$ cat src/rtl/srt_pkg.sv
package srt_pkg;
  typedef enum logic [1:0] {
    PH_IDLE  = 2'd0,
    PH_OPEN  = 2'd1,
    PH_PULSE = 2'd2,
    PH_CLOSE = 2'd3
  } phase_e;
endpackage

$ cat src/rtl/srt_port_seq.sv
module srt_port_seq
  import srt_pkg::*;
#(
  parameter int ADDR_W = 10,
  parameter int TMO_W  = 8
) (
  input  logic              clk,
  input  logic              rst_n,
  input  logic              req,
  input  logic [ADDR_W-1:0] addr,
  input  logic              done,
  input  logic [TMO_W-1:0]  limit,
  output phase_e            phase,
  output logic [ADDR_W-1:0] addr_q,
  output logic              err
);
  phase_e            st_q, st_d;
  logic [TMO_W-1:0]  cnt_q, cnt_d;
  logic [TMO_W:0]    cnt_nxt;
  logic              err_q, err_d;
  logic              addr_ld;

  assign cnt_nxt = {1'b0, cnt_q} + 1'b1;

  always_comb begin
    st_d    = st_q;
    cnt_d   = cnt_q;
    err_d   = err_q;
    addr_ld = 1'b0;
    case (st_q)
      PH_IDLE: if (req) begin
        st_d    = PH_OPEN;
        addr_ld = 1'b1;
        err_d   = 1'b0;
      end
      PH_OPEN: begin
        st_d  = PH_PULSE;
        cnt_d = '0;
      end
      PH_PULSE: begin
        cnt_d = cnt_nxt[TMO_W-1:0];
        if (done) begin
          st_d = PH_CLOSE;
        end else if (cnt_nxt >= {1'b0, limit}) begin
          st_d  = PH_CLOSE;
          err_d = 1'b1;
        end
      end
      default: st_d = PH_IDLE;
    endcase
  end

  always_ff @(posedge clk or negedge rst_n) begin
    if (!rst_n) begin
      st_q   <= PH_IDLE;
      cnt_q  <= '0;
      err_q  <= 1'b0;
      addr_q <= '0;
    end else begin
      st_q  <= st_d;
      cnt_q <= cnt_d;
      err_q <= err_d;
      if (addr_ld) addr_q <= addr;
    end
  end

  assign phase = st_q;
  assign err   = err_q;
endmodule

$ cat src/rtl/srt_wl_decoder.sv
module srt_wl_decoder #(
  parameter int BLK_W  = 6,
  parameter int LROW_W = 4
) (
  input  logic                     en,
  input  logic [BLK_W+LROW_W-1:0]  addr,
  output logic [(1<<BLK_W)-1:0]    blk_sel,
  output logic [(1<<LROW_W)-1:0]   row_sel
);
  localparam int NBLK = 1 << BLK_W;
  localparam int NROW = 1 << LROW_W;

  logic [BLK_W-1:0]  blk_f;
  logic [LROW_W-1:0] row_f;
  assign blk_f = addr[BLK_W+LROW_W-1:LROW_W];
  assign row_f = addr[LROW_W-1:0];

  for (genvar b = 0; b < NBLK; b++) begin : g_blk
    assign blk_sel[b] = en && (blk_f == BLK_W'(b));
  end
  for (genvar r = 0; r < NROW; r++) begin : g_row
    assign row_sel[r] = en && (row_f == LROW_W'(r));
  end
endmodule

$ cat src/rtl/sram_replica_timer.sv
module sram_replica_timer
  import srt_pkg::*;
#(
  parameter int BLK_W  = 6,
  parameter int LROW_W = 4,
  parameter int TMO_W  = 8,
  localparam int ADDR_W = BLK_W + LROW_W,
  localparam int NBLK   = 1 << BLK_W,
  localparam int NROW   = 1 << LROW_W
) (
  input  logic              clk,
  input  logic              rst_n,
  input  logic [TMO_W-1:0]  tmo_limit,
  input  logic              rd_req,
  input  logic [ADDR_W-1:0] rd_addr,
  input  logic              rd_done,
  input  logic              wr_req,
  input  logic [ADDR_W-1:0] wr_addr,
  input  logic              wr_done,
  output logic              rd_ready,
  output logic              rd_pre_en,
  output logic              rd_dummy_wl,
  output logic [NBLK-1:0]   rd_blk_sel,
  output logic [NROW-1:0]   rd_row_sel,
  output logic              rd_err,
  output logic              wr_ready,
  output logic              wr_pre_en,
  output logic              wr_drv_en,
  output logic              wr_dbl_low,
  output logic              wr_dummy_wl,
  output logic [NBLK-1:0]   wr_blk_sel,
  output logic [NROW-1:0]   wr_row_sel,
  output logic              wr_mon_rst,
  output logic              wr_err
);
  logic [1:0] rst_pipe;
  logic       rst_int_n;

  always_ff @(posedge clk or negedge rst_n) begin
    if (!rst_n) rst_pipe <= 2'b00;
    else        rst_pipe <= {rst_pipe[0], 1'b1};
  end
  assign rst_int_n = rst_pipe[1];

  phase_e            rd_ph, wr_ph;
  logic [ADDR_W-1:0] rd_aq, wr_aq;

  srt_port_seq #(.ADDR_W(ADDR_W), .TMO_W(TMO_W)) u_rd_seq (
    .clk(clk), .rst_n(rst_int_n), .req(rd_req), .addr(rd_addr),
    .done(rd_done), .limit(tmo_limit), .phase(rd_ph), .addr_q(rd_aq),
    .err(rd_err)
  );

  srt_port_seq #(.ADDR_W(ADDR_W), .TMO_W(TMO_W)) u_wr_seq (
    .clk(clk), .rst_n(rst_int_n), .req(wr_req), .addr(wr_addr),
    .done(wr_done), .limit(tmo_limit), .phase(wr_ph), .addr_q(wr_aq),
    .err(wr_err)
  );

  assign rd_ready    = (rd_ph == PH_IDLE);
  assign rd_pre_en   = (rd_ph == PH_IDLE);
  assign rd_dummy_wl = (rd_ph == PH_PULSE);

  assign wr_ready    = (wr_ph == PH_IDLE);
  assign wr_pre_en   = (wr_ph == PH_IDLE);
  assign wr_dummy_wl = (wr_ph == PH_PULSE);
  assign wr_drv_en   = (wr_ph == PH_OPEN) || (wr_ph == PH_PULSE);
  assign wr_dbl_low  = (wr_ph == PH_OPEN) || (wr_ph == PH_PULSE);
  assign wr_mon_rst  = (wr_ph == PH_CLOSE);

  srt_wl_decoder #(.BLK_W(BLK_W), .LROW_W(LROW_W)) u_rd_dec (
    .en(rd_ph == PH_PULSE), .addr(rd_aq),
    .blk_sel(rd_blk_sel), .row_sel(rd_row_sel)
  );

  srt_wl_decoder #(.BLK_W(BLK_W), .LROW_W(LROW_W)) u_wr_dec (
    .en(wr_ph == PH_PULSE), .addr(wr_aq),
    .blk_sel(wr_blk_sel), .row_sel(wr_row_sel)
  );
endmodule

$ cat config.mk
export PLATFORM = sky130hd
export DESIGN_NAME = sram_replica_timer
export DESIGN_NICKNAME = d
export VERILOG_FILES = /design/src/rtl/srt_pkg.sv /design/src/rtl/srt_port_seq.sv /design/src/rtl/srt_wl_decoder.sv /design/src/rtl/sram_replica_timer.sv
export SDC_FILE = /design/constraint.sdc
export NUM_CORES = 1
export LEC_CHECK = 0
export ABC_AREA = 1
export BUFFER_PORTS_ARGS = -buffer_cell sky130_fd_sc_hd__buf_2
export CELL_PAD_IN_SITES_DETAIL_PLACEMENT = 0
export CELL_PAD_IN_SITES_GLOBAL_PLACEMENT = 1
export CORE_ASPECT_RATIO = 0.5
export CORE_MARGIN = 4
export CORE_UTILIZATION = 26
export CTS_CLUSTER_SIZE = 8
export DETAILED_ROUTE_END_ITERATION = 7
export HOLD_SLACK_MARGIN = 0.1
export PLACE_DENSITY_LB_ADDON = 0.1
export SKIP_LAST_GASP = 1
export SLEW_MARGIN = 5
export SYNTH_ARGS = -nofsm -noshare
export SYNTH_HDL_FRONTEND = slang
export SYNTH_SLANG_ARGS = --single-unit
$ cat constraint.sdc
create_clock -name clk -period 1.4 [get_ports clk]
set_clock_uncertainty 0.15 [all_clocks]
set_input_delay 0.07 -clock clk [delete_from_list [all_inputs] [get_ports clk]]
set_output_delay 0.07 -clock clk [all_outputs]
set_load 0.005 [all_outputs]
==> key figures, run 1 <==
Status
  – Status: finished, violations left
  – Failing checks: negative setup slack

Floorplanning
  – Die Area: 15800 um2
  – Initial core utilization: 0.274
  – Rows: 29
  – Core area: about 13000 um2
  – Die X: about 170 um
  – Boundary pin count: about 210
  – Die Span Y: slightly above 90 um

Place
  – Dpl cells: slightly below 1000
  – PortBufs: around 200
  – Post-DP HPWL: 10300 um
  – RePlAce Congestion: 0.758

Finish
  – Share of cells above drive strength 1: 0.667
  – Ant diodes: 0
  – P&R area growth vs syn: 125%
  – Final Non-Filler Cells: 1041
  – Fin nets: 930
  – Filler cell count: 1188

Timing
  – Minimum clock period: roughly 2100 ps
  – Period utilization: 1.52
  – Final WS setup: -731 ps
  – Maximum clock rate: about 0.47 GHz
  – Fin. Hold Viols: 0
  – Final Max Tran Viols: 0
  – Final setup violation count: slightly below 200
  – RSZ-0062 raised after global routing: yes

Clock tree
  – Max H-tree Level: 2
  – Worst skew pair latency: slightly below 300 ps
  – Num Clock Sinks: between 40 and 50
  – CTS tree: yes
  – Clk root buf: clkbuf_16
  – Clk pin slew, worst setup/hold paths: roughly 60 ps
  – Clock tree buffer depth: 2
  – CTS Buf Count: 5

Routing
  – DRT Pass-1 Iters: 4
  – Post-route ant nets: 0
  – Post-Route WL: 15600 um
  – Routed len/inst: approximately 15 um
  – Initial DRC count: approximately 130
  – Vias per inst: 4.53
  – Vias: around 4700
  – Drc violations: 0

Power
  – Psw: about 6.3 mW
  – Pwr dens: between 1500 and 2000 nW/um2
  – Total power: about 13 mW
  – Clock Power Share: 0.088
  – P_leak: ~3.7 nW
  – P_int: about 6.6 mW
  – Switching portion of total power: 0.492
  – Combinational share of power: 0.735
  – Peak VDD IR: roughly 740 uV
  – Sequential cell fraction of total power: 0.177

Global route
  – Largest net degree at the start of global routing: 43
  – First-pass GRT wire length: approximately 24000 um
  – Antenna violations before repair: 0
  – Vias in the first global route: 4528
  – GRT Total Usage: 0.182
  – Global route overflow: 0

Worst setup path
  – Crit path max fanout: 3
  – Critical Path End Type: register
  – Startpoint Class: register
  – Worst Path Required: between 1000 and 1500 ps
  – CP Class: register to register
  – WP data arrival: ~2200 ps

Min path
  – Hold crit path type: register to async pin

Yosys
  – EDFF count, synth: 0
  – Post-synth top area share: 0.308
  – FFs w/ async S/R, synth: 1.00
  – Top-count cell post-synth: nor2_1
  – Average size of a mapped cell: roughly 6.3 um2
  – Cell taking the most area after synthesis: dfrtp_1
  – Synthesized area: approximately 3600 um2
  – Top post-synthesis cells by area: dfrtp_1 31%, nor2_1 20%, nand2_1 11%
  – Most instantiated cells after synthesis: 195 x nor2_1, 106 x nand2_1, 71 x inv_1
  – Post-Synthesis Cells: 571
  – Sequential share of the synthesized area: 0.308
  – Synthesized Nets: 630
  – Number of synthesized register bits: between 40 and 50
  – Synth cell types: 26
  – Synth warn: 0
  – Commonest register cell after synthesis: dfrtp_1

Job
  – Max Cap Violations: 0
## worst paths after layout
kind / startpoint / endpoint / slack [ps] / cells after the start
max: u_wr_seq.cnt_q[0] / u_wr_seq.phase[0] / -730 / 16
min: rst_pipe[1] / u_wr_seq.err / 90 / 1
max reg2reg: u_wr_seq.cnt_q[0] / u_wr_seq.phase[0] / -730 / 16
min reg2reg: rst_pipe[1] / u_wr_seq.err / 90 / 1
max in group asynchronous: rst_n / rst_pipe[1] / 480 / 3
min in group clk: rst_pipe[0] / rst_pipe[1] / 200 / 0
## power groups by stage
stage | Clock (mW) | Sequential [mW] | Combinational, mW
after floorplan | 0 | 2.04 | 3.06
after global placement | 0 | 2.10 | 5.09
after detailed placement | 0 | 2.11 | 5.06
after CTS | 1.20 | 2.20 | 8.09
after global routing | 1.25 | 2.36 | 10.3
final | 1.14 | 2.28 | 9.48
## critical path: stages (launching register included)
cell      delay, ps
dfrtp_1         380
ha_2            210
nand3_4          80
xor2_2          170
inv_2            60
ha_4            260
nand2_1          60
inv_2            50
nand3b_1         70
nand3_1          90
nand2_1          50
nand2_1          70
nand2_2          90
nand3_4          80
nand2_2          60
nand2_1          50
nand2_1          50
## registers in the layout (all words and copies together), names as in the netlist
register and cells:
u_rd_seq.cnt_q 8, u_wr_seq.err 1, u_wr_seq.addr_q 10, u_rd_seq.addr_q 10, u_rd_seq.err 1, u_wr_seq.phase 2, rst_pipe 2, u_rd_seq.phase 2
u_wr_seq.cnt_q 8
## area by class of cell
type	instances	area, um2	area share
flip-flops and latches	44	1100	0.137
clock inverters	1	5.00	0.000622
multi-input cells	436	3750	0.467
clock buffers	6	129	0.0160
inverters	72	279	0.0347
well taps	170	213	0.0265
repair buffers	312	2560	0.318
## cell usage in the layout (no fill, tap or decap), types with 3 or more instances in the layout
master and n:
buf_12 15, nand3_2 10, inv_4 3, buf_2 176, o21ai_1 4, nand2_8 4
buf_6 42, buf_8 6, nand3_4 21, buf_16 10, nor3_2 5, nand2_2 41
a21oi_1 17, dfrtp_1 42, nor2_4 115, inv_1 60, clkbuf_16 5, o22ai_2 5
nand2_4 4, nand2_1 62, ha_1 17, nor2_2 38, o21ai_2 7, ha_4 7
nand3_1 4, inv_2 8, a21oi_2 9, buf_4 37, xor2_2 6, dlygate4sd3_1 26
nor2_1 47, o21ai_0 3
## stage by stage
stage               TNS (ps)   util  hold slack [ps]  instance area [um2]  setup slack [ps]
finish                -63550  0.616             93.9                 8040              -731
global route          -78470  0.616              125                 8040              -907
CTS                   -63260  0.537              110                 7010              -740
detailed placement    -21340  0.407             -292                 5310              -753
global placement      -19900  0.407             -294                 5310              -707
floorplan              -5380      -             -376                 3700              -656
## per-layer routing
metal / vias to the layer above / global-route usage / share of wire
met3: 13 / 0.0351 / 0.039
met1: 2228 / 0.226 / 0.42
met2: 90 / 0.334 / 0.53
li1: 2385 / - / -
met5: - / 0 / 0
met4: 0 / 0.0303 / 0.011
## timing repair
action	in CTS	in global routing
buffers inserted	22	11
pin swaps	151	43
cloned	12	0
endpoints found under the setup margin	196	211
hold buffers	26	0
resized for setup	206	268
endpoints found under the hold margin	28	0
## logic make-up after synthesis
family	share of synthesized area
AOI/OAI and AO/OA	0.0686
other	0.00105
adders and majority gates	0.0875
xor gates and xnor gates	0.0172
buffers and inverters	0.105
DFF	0.308
and+or+nand+nor	0.406
muxes	0.00630
(Power assumes the default switching activity.)
==> run 2: changes to the inputs <==
--- a/config.mk
+++ b/config.mk
@@ -5,13 +5,12 @@
 export SDC_FILE = /design/constraint.sdc
 export NUM_CORES = 1
 export LEC_CHECK = 0
-export ABC_AREA = 1
 export BUFFER_PORTS_ARGS = -buffer_cell sky130_fd_sc_hd__buf_2
 export CELL_PAD_IN_SITES_DETAIL_PLACEMENT = 0
 export CELL_PAD_IN_SITES_GLOBAL_PLACEMENT = 1
 export CORE_ASPECT_RATIO = 0.5
 export CORE_MARGIN = 4
-export CORE_UTILIZATION = 26
+export CORE_UTILIZATION = 27
 export CTS_CLUSTER_SIZE = 8
 export DETAILED_ROUTE_END_ITERATION = 7
 export HOLD_SLACK_MARGIN = 0.1
==> run 2 against run 1 <==
The run still ends with negative setup slack left. Maximum frequency fell by 13%. Register-to-register slack lost 330 ps. Synthesized cell count shrank 15%. Global-route usage is 0.91 points higher. Via count up 1.3%. Final cell count decreased by 2.4%. Wire length is 1.1% higher. Die area down 3.0%. Critical path depth down 7. Sequential power grew 11%. Sequential cell count stayed put. Count of clock-buffer cells in the layout grew 1. Critical path type unchanged. Highest routed layer unchanged.
==> key figures, run 2 <==
Timing
  – Fin. Hold Viols: 0 (unchanged)
  – Minimum clock period: 2460 ps (was 2130 ps)
  – Final WS setup: -1060 ps (was -731 ps)
  – Hold WS: 89.8 ps (was 93.9 ps)
  – Final setup violation count: 211 (was 197)
  – Period utilization: 1.76 (was 1.52)
  – Maximum clock rate: 0.406 GHz (was 0.469 GHz)
  – Final Max Tran Viols: 0 (unchanged)
  – RSZ-0062 raised after global routing: yes (unchanged)

Finish
  – Share of cells above drive strength 1: 0.739 (was 0.667)
  – Fin nets: 904 (was 930)
  – P&R area growth vs syn: 135% (was 125%)
  – Most frequent cells in the layout: 184 x buf_2, 112 x nor2_4, 102 x buf_4 (was 176 x buf_2, 115 x nor2_4, 62 x nand2_1)
  – Ant diodes: 0 (unchanged)
  – Largest regs: u_rd_seq.addr_q: 10 flops, u_wr_seq.addr_q: 10 flops (unchanged)
  – Commonest non-fill, non-tap cell in the layout: buf_2 (unchanged)
  – Final Non-Filler Cells: 1016 (was 1041)
  – Design area: 8450 um2 (was 8040 um2)

Routing
  – WL met2: 7870 um (was 8180 um)
  – Routed len/inst: 15.5 um (was 14.9 um)
  – Drc violations: 0 (unchanged)
  – Post-Route WL: 15700 um (was 15600 um)
  – Wire length on met3: 583 um (was 612 um)
  – Top layer in use: met4 (unchanged)
  – Initial DRC count: 144 (was 133)
  – DRT Pass-1 Iters: 4 (unchanged)
  – Vias per inst: 4.70 (was 4.53)
  – Vias: 4778 (was 4716)
  – Post-Route M1 WL: 7180 um (was 6590 um)
  – Post-route ant nets: 0 (unchanged)

Yosys
  – Synth warn: 0 (unchanged)
  – Synthesized area: 3590 um2 (was 3570 um2)
  – Adder-cell share of the synthesized area: 0.0870 (was 0.0875)
  – Cell taking the most area after synthesis: dfrtp_1 (unchanged)
  – Most instantiated cells after synthesis: 150 x nor2_1, 44 x dfrtp_1, 36 x nand2_1 (was 195 x nor2_1, 106 x nand2_1, 71 x inv_1)
  – Post-Synth XOR/XNOR Area: 0.0292 (was 0.0172)
  – Top-count cell post-synth: nor2_1 (unchanged)
  – FFs w/ async S/R, synth: 1.00 (unchanged)
  – Top post-synthesis cells by area: dfrtp_1 31%, nor2_1 16%, ha_1 8.7% (was dfrtp_1 31%, nor2_1 20%, nand2_1 11%)
  – EDFF count, synth: 0 (unchanged)
  – Synthesized Nets: 542 (was 630)
  – Synth cell types: 46 (was 26)
  – Average size of a mapped cell: 7.44 um2 (was 6.26 um2)
  – Post-Synthesis Cells: 483 (was 571)
  – Compound-cell area share of the yosys netlist: 0.0877 (was 0.0686)
  – Post-synthesis mux area share: 0.0752 (was 0.00630)
  – Post-synthesis simple-gate area fraction: 0.349 (was 0.406)
  – Commonest register cell after synthesis: dfrtp_1 (unchanged)
  – Post-synth top area share: 0.306 (was 0.308)
  – Sequential share of the synthesized area: 0.306 (was 0.308)
  – Main combinational cell family by area after synthesis: simple AND/OR/NAND/NOR gates (unchanged)
  – Number of synthesized register bits: 44 (unchanged)

Power
  – Switching portion of total power: 0.454 (was 0.492)
  – Psw: 6.71 mW (was 6.35 mW)
  – Pwr dens: 1750 nW/um2 (was 1610 nW/um2)
  – Combinational share of power: 0.730 (was 0.735)
  – P_int: 8.06 mW (was 6.56 mW)
  – Peak VDD IR: 896 uV (was 736 uV)
  – Clock Power Share: 0.098 (was 0.088)
  – P_leak: 3.81 nW (was 3.69 nW)
  – Sequential cell fraction of total power: 0.172 (was 0.177)

Global route
  – Largest net degree at the start of global routing: 43 (unchanged)
  – First-pass GRT wire length: 23900 um (was 23800 um)
  – Vias in the first global route: 4662 (was 4528)
  – Global route overflow: 0 (unchanged)
  – GRT Total Usage: 0.191 (was 0.182)
  – Antenna violations before repair: 0 (unchanged)

Clock tree
  – CTS Buf Count: 5 (unchanged)
  – Max H-tree Level: 2 (unchanged)
  – CTS tree: yes (unchanged)
  – Clk root buf: clkbuf_16 (unchanged)
  – Clock tree buffer depth: 2 (unchanged)
  – Num Clock Sinks: 44 (unchanged)
  – Clk pin slew, worst setup/hold paths: 70 ps (was 60 ps)
  – Worst skew pair latency: 280 ps (was 290 ps)

Status
  – Status: finished, violations left (unchanged)
  – Failing checks: negative setup slack (unchanged)

Worst setup path
  – Setup crit start: u_wr_seq.cnt_q[1] (was u_wr_seq.cnt_q[0])
  – Critical Path End Type: register (unchanged)
  – WP data arrival: 2480 ps (was 2160 ps)
  – Worst Path Required: 1420 ps (was 1430 ps)
  – Critical register-to-register path startpoint: u_wr_seq.cnt_q[1] (was u_wr_seq.cnt_q[0])
  – Crit path max fanout: 3 (unchanged)
  – Startpoint Class: register (unchanged)
  – CP Class: register to register (unchanged)

Place
  – RePlAce Congestion: 0.779 (was 0.758)
  – Placed cell areas: 6340 um2 (was 5310 um2)
  – Dpl cells: 936 (was 973)
  – Post-DP HPWL: 10800 um (was 10300 um)
  – PortBufs: 204 (unchanged)

Floorplanning
  – Initial core utilization: 0.280 (was 0.274)
  – Die X: 171 um (was 174 um)
  – Die Span Y: 89.6 um (was 90.9 um)
  – Core area: 12800 um2 (was 13100 um2)
  – Rows: 29 (unchanged)
  – Die Area: 15300 um2 (was 15800 um2)
  – Boundary pin count: 205 (unchanged)

Job
  – Max Cap Violations: 0 (unchanged)

Min path
  – Hold crit path type: register to async pin (unchanged)
==> run 2: cell count changes in the layout (fill, tap and decap cells not counted), sizes merged, moves of 5 or more <==
| cell | delta |
|---|---|
| xnor2 | +8 |
| nor2b | +11 |
| inv | -47 |
| nor2 | -49 |
| a21oi | -20 |
| nor3 | +11 |
| mux2 | +19 |
| nor4 | +6 |
| nand2b | +8 |
| and3 | +5 |
| buf | +64 |
| nand2 | -73 |
==> run 2: metrics by stage <==
stage / setup TNS (ps) / power (mW) / util / worst slack, ps
floorplan: -17510 / 6.94 / - / -1010
global placement: -32010 / 9.45 / 0.494 / -988
detailed placement: -35000 / 9.50 / 0.494 / -1040
CTS: -87960 / 13.8 / 0.608 / -1030
global route: -94840 / 15.7 / 0.658 / -1190
finish: -78970 / 14.8 / 0.658 / -1060
==> run 2: final cells by class <==
| cell class | instances | area, um2 |
|---|---|---|
| Timing Repair Buffer | 379 | 2900 |
| Clock buffer | 7 | 153 |
| Multi-Input combinational cell | 390 | 3940 |
| Sequential cell | 44 | 1110 |
| Fill cell | 1077 | 4400 |
| Clock inverter | 1 | 30.0 |
| Inverter | 25 | 108 |
| Tap cell | 170 | 213 |
==> run 2: logic make-up after synthesis <==
kind of cell             after synthesis
buffers and inverters                 52
XOR/XNOR                              12
flip-flops                            44
AO/OA/AOI/OAI                         44
multiplexers                          24
other                                  1
adder cells (fa/ha/maj)               25
AND/OR/NAND/NOR                      281
==> run 2: worst paths after layout <==
check	endpoint	slack [ps]	cells past startpoint
setup / recovery	u_wr_seq.phase[1]	-1060	9
hold / removal	u_rd_seq.cnt_q[0]	90	1
setup reg to reg	u_wr_seq.phase[1]	-1060	9
hold reg to reg	u_rd_seq.cnt_q[0]	90	1
max in group asynchronous	rst_pipe[1]	500	3
min in group clk	u_rd_seq.addr_q[6]	120	3
==> run 2: routing by layer <==
layer / up-vias / track usage
li1: 2352 / -
met1: 2311 / 0.250
met4: 0 / 0.0187
met2: 105 / 0.355
met5: - / 0
met3: 10 / 0.0271
==> run 2: what timing repair did <==
item	4_1_cts	5_1_grt
endpoints found under the hold margin	26	0
setup endpoints to repair	211	211
cloned	7	3
hold buffers	26	0
setup buffers	38	19
pin swaps	77	37
gates resized for setup	145	145
==> run 2: worst max-delay path, cell delays in order, from the launching register on <==
cell	delay [ps]
dfrtp_1	410
buf_4	160
nand3_4	100
nor2_4	40
xor2_2	170
ha_1	310
nand3_2	110
a211o_1	340
a31oi_2	240
mux2_4	320
==> run 2: power by group through the flow <==
stage                     sequential, mW  clock [mW]  combinational (mW)
after floorplan                     2.26           0                4.69
after global placement              2.28           0                7.17
after detailed placement            2.30           0                7.20
after CTS                           2.43        1.48                9.90
after global routing                2.63        1.55                11.5
final                               2.54        1.45                10.8
